==> config.mk <==
export PLATFORM = sky130hd
export DESIGN_NAME = dll_pwr_seq
export DESIGN_NICKNAME = d
export VERILOG_FILES = /design/src/rtl/dll_pwr_pkg.sv /design/src/rtl/dll_tgt_sel.sv /design/src/rtl/dll_lat_cnt.sv /design/src/rtl/dll_track_hold.sv /design/src/rtl/dll_pwr_seq.sv
export SDC_FILE = /design/constraint.sdc
export NUM_CORES = 1
export LEC_CHECK = 0
export BUFFER_PORTS_ARGS = -buffer_cell sky130_fd_sc_hd__buf_2
export CORE_ASPECT_RATIO = 0.9
export CORE_UTILIZATION = 25
export CTS_BUF_LIST = sky130_fd_sc_hd__clkbuf_4
export CTS_CLUSTER_DIAMETER = 50
export DETAILED_ROUTE_END_ITERATION = 6
export PLACE_DENSITY = 0.45
export SYNTH_ARGS = -nofsm -noshare
export SYNTH_HDL_FRONTEND = slang
export SYNTH_SLANG_ARGS = --single-unit
export TNS_END_PERCENT = 1
==> constraint.sdc <==
create_clock -name clk -period 5 [get_ports clk]
set_clock_uncertainty 0.15 [all_clocks]
set_input_delay 0 -clock clk [delete_from_list [all_inputs] [get_ports clk]]
set_output_delay 0 -clock clk [all_outputs]
set_load 0.02 [all_outputs]
==> src/rtl/dll_pwr_pkg.sv <==
package dll_pwr_pkg;

    typedef enum logic [2:0] {
        ST_PDN      = 3'd0,
        ST_IDL      = 3'd1,
        ST_FIXWAIT  = 3'd2,
        ST_LOCKWAIT = 3'd3,
        ST_ACTIVE   = 3'd4
    } dll_st_e;

    typedef enum logic [1:0] {
        TGT_PDN = 2'd0,
        TGT_IDL = 2'd1,
        TGT_ACT = 2'd2
    } dll_tgt_e;

    localparam logic [1:0] ACT_PDN = 2'd0;
    localparam logic [1:0] ACT_IDL = 2'd1;

endpackage

==> src/rtl/dll_tgt_sel.sv <==
module dll_tgt_sel
    import dll_pwr_pkg::*;
(
    input  logic       warm_rst,
    input  logic       cfg_dll_en,
    input  logic       cfg_dll_idle,
    input  logic [1:0] cfg_idle_act,
    input  logic       idle_req,
    output dll_tgt_e   tgt,
    output logic       bad_act
);

    dll_tgt_e cfg_tgt;

    // configuration priority: power-down, then idle, then run
    always_comb begin
        if (!cfg_dll_en)
            cfg_tgt = TGT_PDN;
        else if (cfg_dll_idle)
            cfg_tgt = TGT_IDL;
        else
            cfg_tgt = TGT_ACT;
    end

    assign bad_act = idle_req && (cfg_idle_act != ACT_PDN) && (cfg_idle_act != ACT_IDL);

    always_comb begin
        if (warm_rst)
            tgt = TGT_PDN;
        else if (idle_req && cfg_idle_act == ACT_PDN)
            tgt = TGT_PDN;
        else if (idle_req && cfg_idle_act == ACT_IDL)
            tgt = (cfg_tgt == TGT_PDN) ? TGT_PDN : TGT_IDL;
        else
            tgt = cfg_tgt;
    end

endmodule

==> src/rtl/dll_lat_cnt.sv <==
module dll_lat_cnt #(
    parameter int LAT_W = 8
) (
    input  logic             clk,
    input  logic             rst_n,
    input  logic             load,
    input  logic [LAT_W-1:0] load_val,
    input  logic             dec,
    output logic             last
);

    localparam logic [LAT_W-1:0] ONE = LAT_W'(1);

    logic [LAT_W-1:0] cnt_q;

    always_ff @(posedge clk or negedge rst_n) begin
        if (!rst_n)
            cnt_q <= '0;
        else if (load)
            cnt_q <= load_val;
        else if (dec && cnt_q != '0)
            cnt_q <= cnt_q - ONE;
    end

    assign last = (cnt_q == ONE);

endmodule

==> src/rtl/dll_track_hold.sv <==
module dll_track_hold (
    input  logic clk,
    input  logic rst_n,
    input  logic upd,
    input  logic sel_in,
    output logic track_q
);

    always_ff @(posedge clk or negedge rst_n) begin
        if (!rst_n)
            track_q <= 1'b0;
        else if (upd)
            track_q <= sel_in;
    end

endmodule

==> src/rtl/dll_pwr_seq.sv <==
module dll_pwr_seq
    import dll_pwr_pkg::*;
#(
    parameter int LAT_W = 8
) (
    input  logic             clk,
    input  logic             rst_n,
    input  logic             warm_rst,
    input  logic             cfg_dll_en,
    input  logic             cfg_dll_idle,
    input  logic             cfg_track_sel,
    input  logic [1:0]       cfg_idle_act,
    input  logic [LAT_W-1:0] cfg_init_lat,
    input  logic             idle_req,
    input  logic             dll_locked,
    output logic             dll_pwrdn,
    output logic             dll_idle,
    output logic             dll_track,
    output logic             idle_ack,
    output logic             req_stall,
    output logic             idle_cfg_err
);

    dll_st_e  st_q, st_nxt, exit_st;
    dll_tgt_e tgt;
    logic     bad_act;
    logic     cnt_last, cnt_load;
    logic     track_upd;
    logic     ack_q, err_q;

    dll_tgt_sel u_tgt (
        .warm_rst     (warm_rst),
        .cfg_dll_en   (cfg_dll_en),
        .cfg_dll_idle (cfg_dll_idle),
        .cfg_idle_act (cfg_idle_act),
        .idle_req     (idle_req),
        .tgt          (tgt),
        .bad_act      (bad_act)
    );

    // exit path from a low-power state depends on the held flavour
    always_comb begin
        if (dll_track)
            exit_st = ST_LOCKWAIT;
        else if (cfg_init_lat == '0)
            exit_st = ST_ACTIVE;
        else
            exit_st = ST_FIXWAIT;
    end

    always_comb begin
        st_nxt = st_q;
        if (tgt == TGT_PDN) begin
            st_nxt = ST_PDN;
        end else if (tgt == TGT_IDL) begin
            st_nxt = ST_IDL;
        end else begin
            unique case (st_q)
                ST_PDN, ST_IDL: st_nxt = exit_st;
                ST_FIXWAIT:     st_nxt = cnt_last ? ST_ACTIVE : ST_FIXWAIT;
                ST_LOCKWAIT:    st_nxt = dll_locked ? ST_ACTIVE : ST_LOCKWAIT;
                ST_ACTIVE:      st_nxt = ST_ACTIVE;
                default:        st_nxt = ST_PDN;
            endcase
        end
    end

    always_ff @(posedge clk or negedge rst_n) begin
        if (!rst_n)
            st_q <= ST_PDN;
        else
            st_q <= st_nxt;
    end

    assign cnt_load = (st_nxt == ST_FIXWAIT) && (st_q != ST_FIXWAIT);

    dll_lat_cnt #(.LAT_W(LAT_W)) u_cnt (
        .clk      (clk),
        .rst_n    (rst_n),
        .load     (cnt_load),
        .load_val (cfg_init_lat),
        .dec      (st_q == ST_FIXWAIT),
        .last     (cnt_last)
    );

    // flavour sampled only on the four latch events
    assign track_upd = warm_rst
                     || (idle_req && !ack_q)
                     || (st_nxt == ST_PDN && st_q != ST_PDN)
                     || (st_nxt == ST_IDL && st_q != ST_IDL);

    dll_track_hold u_trk (
        .clk     (clk),
        .rst_n   (rst_n),
        .upd     (track_upd),
        .sel_in  (cfg_track_sel),
        .track_q (dll_track)
    );

    always_ff @(posedge clk or negedge rst_n) begin
        if (!rst_n) begin
            ack_q <= 1'b0;
            err_q <= 1'b0;
        end else begin
            ack_q <= idle_req;
            err_q <= bad_act;
        end
    end

    always_comb begin
        dll_pwrdn    = (st_q == ST_PDN);
        dll_idle     = (st_q == ST_IDL);
        req_stall    = (st_q != ST_ACTIVE);
        idle_ack     = ack_q;
        idle_cfg_err = err_q;
    end

endmodule

==> impl_metrics.py, run 1 <==
metrics = {
    "worst_hold_path": {
        "hold_path.class": "in -> reg",
    },
    "clock_tree": {
        "worst_skew_pair.late_latency_ns": 0.28,
        "cts_root_buf": "clkbuf_4",
        "cts_max_level": 1,
        "cts_tree": "yes",
        "post_cts_buffers": 0,
        "cts_buffer_depth": 2,
        "clk_pin_slew_worst_paths_ns": 0.09,
        "cts-resized-gates": 0,
        "cts_sinks": 14,
        "cts_buffers": 3,
    },
    "routing": {
        "drc": 0,
        "drtPass1Iterations": 4,
        "antenna_left": 0,
        "wl_microns": 2370,
        "routed-via-count": 906,
        "avgRoutedWirePerCell_microns": 12.6,
        "drt_iter0_markers": 33,
        "via_per_inst": 4.82,
    },
    "cells_and_area": {
        "num-fill-cells": 364,
        "layout.nets": 165,
        "final_cell_mix": "23 x buf_2, 16 x dlygate4sd3_1, 14 x dfrtp_1",
        "area_growth_pct": 34.6,
        "utilization_pct": 36.2,
        "drive_above_1_share_pct": 22.9,
        "final_cell_count_no_fill": 188,
        "antennaDiodeCount": 0,
        "final_common_cell": "buf_2",
    },
    "power": {
        "p_leak_nw": 0.559,
        "report.power.total_mw": 0.360,
        "ir_drop_mv": 0.102,
        "powerDensity_nw_per_um2": 285,
    },
    "job": {
        "drv_cap": 0,
    },
    "synth": {
        "synth_flop_cell": "dfrtp_1",
        "yosysWarnings": 0,
        "syn-num-nets": 125,
        "synthCells": 105,
        "synth_edf_count": 0,
        "syn-cell-area_sq_um": 936,
        "yosysUniqueCellTypes": 40,
        "synth_area_per_cell_sq_um": 8.91,
        "yosys_register_bits": 14,
        "ys_seq_area_share_pct": 37.4,
        "async_reset_ff_share_pct": 100,
    },
    "worst_setup_path": {
        "critPathKind": "reg -> reg",
        "required_ns": 5.02,
        "worstPathMaxFanout": 11,
        "end_kind": "flop",
        "arrival_ns": 2.15,
        "critPathLaunchType": "flop",
    },
    "grt": {
        "gr-usage-met2_pct": 20.7,
        "track_usage_pct": 12.9,
        "grt_max_degree": 13,
        "met1_usage_pct": 17.2,
        "grt_overflow_total": 0,
        "antenna_found_initial": 0,
        "grt.busiest_layer": "met2",
        "use_met3_pct": 2.86,
        "grt_pass1_vias": 822,
        "grt_pass1_wl_microns": 3730,
    },
    "timing": {
        "relSlewSlack_pct": 66.5,
        "hold_viol": 0,
        "tightest_slew_ns": 0.500,
        "finalSetupViolCount": 0,
        "fin_crit_sh_pct": 42.7,
        "fmax_mhz": 469,
        "fin_tns_setup_ns": 0,
        "rsz0062_at_grt": "no",
        "finalMaxSlewViolations": 0,
        "period_needed_ns": 2.13,
    },
    "run_status": {
        "status": "completed",
    },
    "placement": {
        "dp_hpwl_microns": 1720,
        "portBuffers": 23,
        "dp.cells": 168,
        "gp_congestion": 0.787,
    },
    "floorplanning": {
        "core_area_sq_um": 3480,
        "pin_count": 24,
        "start_util_pct": 26.9,
        "die_w_microns": 66.5,
        "chipHeight_microns": 60.0,
        "dieArea_sq_um": 3990,
        "rows": 20,
    },
}
==> timing repair <==
| action | in CTS | in global routing |
|---|---|---|
| endpoints found under the setup margin | 0 | 0 |
| hold buffers | 16 | 0 |
| endpoints found under the hold margin | 27 | 0 |
==> through the flow <==
stage,area (sq um),worst slack [ns],hold slack [ns]
finish,1260,2.87,0.103
global route,1260,2.74,0.141
CTS,1260,2.86,0.0916
detailed placement,1070,2.88,-0.222
global placement,1070,2.79,-0.223
floorplan,936,2.94,-0.446
==> critical path, stage by stage (launching register included) <==
cell	delay, ns
dfrtp_1	0.49
or3b_2	0.50
a2111oi_0	0.38
a311o_1	0.18
mux2_1	0.32
==> final timing paths <==
kind,start,endpoint,slack (ns),cells after the start
worst max-delay path,st_q[1],u_trk.track_q,2.87,4
worst min-delay path,dll_locked,st_q[1],0.10,5
worst max register to register,st_q[1],u_trk.track_q,2.87,4
worst min register to register,u_cnt.cnt_q[5],u_cnt.cnt_q[5],0.46,3
max in group asynchronous,rst_n,u_cnt.cnt_q[6],3.29,4
min in group asynchronous,rst_n,u_cnt.cnt_q[0],0.52,3
==> per-layer routing <==
| metal | share of wire, % | routed length (microns) |
|---|---|---|
| met1 | 51 | 1210 |
| met2 | 45 | 1080 |
| met3 | 2.8 | 67 |
| met4 | 0.80 | 19 |
| met5 | 0 | 0 |
==> Yosys cell counts (3+ instances only) <==
cell type  instances  area [sq um]
o21ai_0            4          20.0
or3_1              3          18.8
nor3_1             3          15.0
nor2b_1            5          31.3
nand2b_1           3          18.8
a21oi_1            8          40.0
nor4_1             3          18.8
nor2_1            11          41.3
nand2_1            8          30.0
inv_1              5          18.8
a211o_1            3          26.3
dfrtp_1           14           350
nand3_1            4          20.0
==> report_power, final <==
part	total [mW]	switching, mW	internal (mW)
sequential	0.170	0.0292	0.141
combinational	0.122	0.0614	0.0607
clock	0.0670	0.0381	0.0290
total	0.360	0.129	0.231
==> cell type report <==
class                   instances  area [sq um]  share of cell area (%)
repair buffers                 39           275                    21.8
clock buffers                   3          22.5                    1.79
inverters                       5          18.8                    1.49
multi-input cells              82           534                    42.4
well taps                      44          55.1                    4.37
clock inverters                 1          3.75                   0.298
flip-flops and latches         14           350                    27.8
==> state kept, by name (all words and copies together), names as in the netlist <==
name           flops
idle_ack           1
idle_cfg_err       1
st_q               3
u_cnt.cnt_q        8
u_trk.track_q      1
==> kinds of logic (layout without fill, tap and decap cells) <==
logic type                 count (synthesis)  after routing  share of synthesized area (%)
muxes                                      2              2                           2.27
xor gates and xnor gates                   1              1                          0.936
DFF                                       14             14                           37.4
adders and majority gates                  2              2                           2.67
AOI/OAI and AO/OA                         26             26                           19.3
buffers and inverters                      9             48                           5.48
and+or+nand+nor                           51             51                           32.0
No activity file was read; power rests on OpenSTA's default activity.
==> run 2, diff against run 1 <==
==> constraint.sdc (replaced) <==
create_clock -name clk -period 2 [get_ports clk]
set_clock_uncertainty 0.15 [all_clocks]
set_input_delay 0 -clock clk [delete_from_list [all_inputs] [get_ports clk]]
set_output_delay 0 -clock clk [all_outputs]
set_load 0.02 [all_outputs]
==> impl_metrics.py, run 2 (same netlist as run 1, synthesis figures left out) <==
metrics = {
    "run_status": {
        "status": "completed",
    },
    "placement": {
        "place_ws_ns": 0.0365,
        "gp_congestion": 0.798,
        "dp_hpwl_microns": 1890,
        "portBuffers": 23,
    },
    "worst_setup_path": {
        "cp_num_buf_inv": 0,
        "crit_chain": "or3b_4 > or3_4 > or4_4 > o211ai_2",
        "required_ns": 2.07,
        "reg2reg_slack_ns": 0.05,
        "worstPathMaxFanout": 8,
        "slowest_delay_ns": 0.46,
        "cp_top_family": "simple AND/OR/NAND/NOR gates",
        "arrival_ns": 2.01,
        "end_kind": "flop",
        "critPathKind": "reg -> reg",
        "critPathLaunchType": "flop",
        "cpMaxStageDelayCell": "dfrtp_2",
    },
    "timing": {
        "holdWs_ns": 0.0306,
        "fin_crit_sh_pct": 97.3,
        "rsz0062_at_grt": "no",
        "finalMaxSlewViolations": 0,
        "tightest_slew_ns": 0.320,
        "finalSetupViolCount": 0,
        "worst_slack_ns": 0.0530,
        "relSlewSlack_pct": 78.5,
        "hold_viol": 0,
        "fin_tns_setup_ns": 0,
        "period_needed_ns": 1.95,
        "fmax_mhz": 514,
    },
    "power": {
        "pwr-share-seq_pct": 42.4,
        "switching_share_pct": 36.2,
        "power.switching_mw": 0.349,
        "p_int_mw": 0.616,
        "powerDensity_nw_per_um2": 697,
        "p_leak_nw": 0.629,
        "ir_drop_mv": 0.357,
        "pwr-share-clk_pct": 17.6,
        "p_comb_share_pct": 39.9,
    },
    "floorplanning": {
        "rows": 20,
        "chipHeight_microns": 60.0,
        "die_w_microns": 66.5,
        "start_util_pct": 26.9,
        "pin_count": 24,
        "dieArea_sq_um": 3990,
        "core_area_sq_um": 3480,
    },
    "grt": {
        "met1_usage_pct": 19.2,
        "gr-usage-met2_pct": 22.7,
        "grt_pass1_vias": 936,
        "grt.busiest_layer": "met2",
        "antenna_found_initial": 0,
        "grt_overflow_total": 0,
        "grt_max_degree": 10,
        "grt_pass1_wl_microns": 4170,
        "use_met3_pct": 3.44,
        "track_usage_pct": 14.2,
    },
    "routing": {
        "avgRoutedWirePerCell_microns": 12.2,
        "antenna_left": 0,
        "wl_microns": 2460,
        "drt_iter0_markers": 36,
        "routed-via-count": 960,
        "via_per_inst": 4.78,
        "drc": 0,
        "drtPass1Iterations": 4,
    },
    "clock_tree": {
        "cts_root_buf": "clkbuf_4",
        "cts_buffers": 3,
        "cts_tree": "yes",
        "clk_pin_slew_worst_paths_ns": 0.08,
        "cts_buffer_depth": 2,
        "cts_sinks": 14,
        "worst_skew_pair.late_latency_ns": 0.29,
        "cts_max_level": 1,
    },
    "job": {
        "drv_cap": 0,
    },
    "cells_and_area": {
        "drive_above_1_share_pct": 34.4,
        "final_cell_mix": "23 x buf_2, 15 x dlygate4sd3_1, 14 x buf_4",
        "layout.nets": 178,
        "final_common_cell": "buf_2",
        "reg_top3": "u_cnt.cnt_q x8, st_q x3",
        "num-fill-cells": 356,
        "antennaDiodeCount": 0,
        "regMostFlops": "u_cnt.cnt_q",
        "largest_reg_flops": 8,
        "area_growth_pct": 48.0,
    },
    "worst_hold_path": {
        "hold_path.class": "in -> reg",
    },
}
run 2: power by group through the flow:
stage	clock [mW]	combinational, mW	sequential (mW)
2_1_floorplan	0	0.213	0.416
3_3_place_gp	0	0.351	0.412
3_5_place_dp	0	0.349	0.412
4_1_cts	0.181	0.373	0.405
5_1_grt	0.191	0.433	0.423
6_report	0.170	0.386	0.410
run 2: area by class of cell:
| type | count | area [sq um] | share of cell area [%] |
|---|---|---|---|
| flip-flops and latches | 14 | 353 | 25.5 |
| multi-input cells | 82 | 562 | 40.6 |
| clock buffers | 3 | 22.5 | 1.63 |
| repair buffers | 52 | 370 | 26.7 |
| clock inverters | 1 | 3.75 | 0.271 |
| well taps | 44 | 55.1 | 3.97 |
| inverters | 5 | 18.8 | 1.36 |
run 2: through the flow:
step	instance area [sq um]	power, mW	util, %	std cells
CTS	1350	0.959	38.9	200
floorplan	945	0.629	-	105
detailed placement	1180	0.760	33.8	181
global route	1390	1.05	39.8	201
global placement	1180	0.762	33.8	181
finish	1390	0.965	39.8	201
run 2: repair_timing:
| item | in CTS | in global routing |
|---|---|---|
| endpoints found under the setup margin | 0 | 5 |
| hold endpoints to repair | 27 | 0 |
| buffers inserted | 0 | 1 |
| hold buffers | 15 | 0 |
| gates resized for setup | 0 | 8 |
run 2: final timing paths:
check	endpoint	cells after the start	from
setup / recovery	u_cnt.cnt_q[7]	4	st_q[0]
hold / removal	st_q[1]	5	warm_rst
setup reg to reg	u_cnt.cnt_q[7]	4	st_q[0]
hold reg to reg	u_cnt.cnt_q[1]	2	u_cnt.cnt_q[1]
max in group asynchronous	st_q[1]	4	rst_n
min in group asynchronous	st_q[2]	3	rst_n
run 2: layer usage:
| layer | up-vias | part of all wire [%] | wire length, microns |
|---|---|---|---|
| met1 | 433 | 50 | 1240 |
| li1 | 493 | - | - |
| met2 | 28 | 43 | 1060 |
| met3 | 6 | 4.9 | 120 |
| met5 | - | 0 | 0 |
| met4 | 0 | 1.7 | 41 |
run 2: worst min-delay path: cells and delay by family:
family	cells	cell delay, ns
buf+inv	2	0.23
simple gates	3	0.21
==> run 3, diff against run 2 <==
--- a/config.mk
+++ b/config.mk
@@ -11,8 +11,10 @@
 export CTS_BUF_LIST = sky130_fd_sc_hd__clkbuf_4
 export CTS_CLUSTER_DIAMETER = 50
 export DETAILED_ROUTE_END_ITERATION = 6
-export PLACE_DENSITY = 0.45
+export PLACE_DENSITY = 0.44
+export REMOVE_ABC_BUFFERS = 1
 export SYNTH_ARGS = -nofsm -noshare
 export SYNTH_HDL_FRONTEND = slang
+export SYNTH_HIERARCHICAL = 1
 export SYNTH_SLANG_ARGS = --single-unit
 export TNS_END_PERCENT = 1
==> impl_metrics.py, run 3 <==
metrics = {
    "cells_and_area": {
        "final_area_sq_um": 1630,
        "antennaDiodeCount": 0,
        "regMostFlops": "u_cnt/cnt_q",
        "reg_top3": "u_cnt/cnt_q x8, st_q x3",
        "largest_reg_flops": 8,
        "final_cell_mix": "25 x buf_4, 23 x buf_2, 18 x dlygate4sd3_1",
        "final_common_cell": "buf_4",
        "utilization_pct": 42.8,
        "num-fill-cells": 375,
        "area_growth_pct": 59.1,
        "drive_above_1_share_pct": 40.7,
        "layout.nets": 199,
    },
    "job": {
        "drv_cap": 0,
    },
    "worst_hold_path": {
        "hold_path.class": "in -> reg",
        "hold_depth": 4,
    },
    "worst_setup_path": {
        "worstPathMaxFanout": 5,
        "reg2reg_slack_ns": -0.24,
        "end_kind": "flop",
        "critPathKind": "reg -> reg",
        "critPathLaunchType": "flop",
        "reg2reg_depth": 9,
        "required_ns": 2.06,
        "arrival_ns": 2.30,
    },
    "routing": {
        "drtPass1Iterations": 4,
        "drt_iter0_markers": 27,
        "antenna_left": 0,
        "drc": 0,
        "via_per_inst": 4.95,
        "wl_microns": 3080,
        "avgRoutedWirePerCell_microns": 13.8,
        "routed-via-count": 1103,
    },
    "clock_tree": {
        "cts_sinks": 14,
        "cts_max_level": 1,
        "worst_skew_pair.late_latency_ns": 0.29,
        "cts_buffers": 3,
        "cts_buffer_depth": 2,
        "cts_root_buf": "clkbuf_4",
        "cts_tree": "yes",
        "clk_pin_slew_worst_paths_ns": 0.09,
    },
    "timing": {
        "hold_viol": 0,
        "fin_crit_sh_pct": 112,
        "fmax_mhz": 446,
        "worst_slack_ns": -0.244,
        "finalMaxSlewViolations": 0,
        "tightest_slew_ns": 0.674,
        "rsz0062_at_grt": "yes",
        "holdWs_ns": 0.0642,
        "relSlewSlack_pct": 55.0,
        "period_needed_ns": 2.24,
        "finalSetupViolCount": 8,
    },
    "floorplanning": {
        "pin_count": 24,
        "rows": 21,
        "chipHeight_microns": 62.7,
        "core_area_sq_um": 3810,
        "die_w_microns": 69.5,
        "dieArea_sq_um": 4360,
        "start_util_pct": 26.9,
    },
    "synth": {
        "synthAdderAreaFrac_pct": 3.66,
        "synth_top_cell_area_share_pct": 34.2,
        "synth_top_cell_by_area": "dfrtp_1",
        "synth_flop_cell": "dfrtp_1",
        "yosys-top-cells-count": "14 x dfrtp_1, 11 x nand2_1, 8 x nor2_1",
        "async_reset_ff_share_pct": 100,
        "synth_edf_count": 0,
        "yosysWarnings": 6,
        "synth_area_per_cell_sq_um": 9.32,
        "synth-xor-area-share_pct": 0.855,
        "yosysMostFrequentCell": "dfrtp_1",
        "muxShareOfSynthArea_pct": 4.88,
        "syn-cell-area_sq_um": 1020,
        "synth_top_family_by_area": "simple AND/OR/NAND/NOR gates",
        "ys_seq_area_share_pct": 34.2,
        "synthTopCellsByArea": "dfrtp_1 34%, nand2_1 4.0%, ha_1 3.7%",
        "yosys.area_share.simple_pct": 30.8,
        "synthCells": 110,
        "yosysUniqueCellTypes": 45,
        "synth_compound_area_share_pct": 20.6,
        "yosys_register_bits": 14,
    },
    "placement": {
        "portBuffers": 23,
        "placed_cell_area_sq_um": 1350,
        "gp_congestion": 0.802,
        "dp_hpwl_microns": 2130,
    },
    "run_status": {
        "violations": "setup timing",
        "status": "complete, but fails checks",
    },
    "grt": {
        "grt_pass1_vias": 1057,
        "grt_max_degree": 15,
        "antenna_found_initial": 0,
        "track_usage_pct": 14.9,
        "grt_pass1_wl_microns": 5090,
        "grt_overflow_total": 0,
    },
    "power": {
        "powerDensity_nw_per_um2": 726,
        "p_leak_nw": 0.727,
        "ir_drop_mv": 0.306,
        "report.power.total_mw": 1.18,
    },
}
==> run 3: cell count changes after synthesis, sizes merged, moves of 4 or more <==
cell / before / now
a21oi: 8 / 4
nand2: 8 / 12
nor3b: 1 / 5
or3: 4 / 0
==> run 3: final timing paths <==
kind                                 from             end
min                            dll_locked         st_q[0]
min in group asynchronous           rst_n  u_cnt/cnt_q[5]
max in group asynchronous           rst_n         st_q[1]
max reg2reg                u_cnt/cnt_q[3]  u_cnt/cnt_q[4]
max                        u_cnt/cnt_q[3]  u_cnt/cnt_q[4]
min reg2reg                 u_trk/track_q   u_trk/track_q
==> run 3: power by group <==
group          switching [mW]  internal (mW)
clock                   0.101         0.0725
combinational           0.269          0.314
sequential             0.0681          0.360
total                   0.438          0.746
==> run 3: metrics by stage <==
stage,setup TNS (ns),cells,worst slack (ns)
6_report,-1.79,223,-0.244
5_1_grt,-2.65,223,-0.354
3_5_place_dp,-3.25,198,-0.447
2_1_floorplan,-2.97,105,-0.431
4_1_cts,-1.88,222,-0.252
3_3_place_gp,-2.73,198,-0.367
==> run 3: layer usage <==
layer	routed length (microns)	GRT usage [%]	vias to the layer above
met2	1490	24.6	19
met3	94	2.74	5
met4	39	4.59	0
met5	0	0	-
met1	1460	19.5	523
li1	-	-	556
==> run 3: kinds of logic after synthesis <==
group | after synthesis
buffers and inverters | 11
DFF | 14
xor gates and xnor gates | 1
muxes | 4
and+or+nand+nor | 49
adders and majority gates | 3
AOI/OAI and AO/OA | 28
==> run 3: critical path, cell delays in order (launching register included) <==
cell and delay [ns]:
dfrtp_1 0.38, or4_4 0.56, nor4b_4 0.22, mux2_4 0.20
nand2_4 0.06, o2111a_2 0.19, inv_4 0.09, buf_6 0.11
nand2_1 0.04, o211ai_1 0.16
==> run 3: cell type report <==
cell class	instances	area, sq um	area share (%)
Clock inverter	1	3.75	0.230
Multi-Input combinational cell	86	677	41.5
Clock buffer	3	22.5	1.38
Sequential cell	14	350	21.5
Inverter	6	25.0	1.53
Timing Repair Buffer	67	494	30.3
Tap cell	46	57.6	3.53
==> run 3: timing repair <==
item | CTS | global route
setup buffers | 1 | 1
resized for setup | 6 | 7
endpoints found under the hold margin | 27 | 0
setup endpoints to repair | 8 | 9
cloned | 1 | 0
pin swaps | 2 | 3
hold buffers | 18 | 0
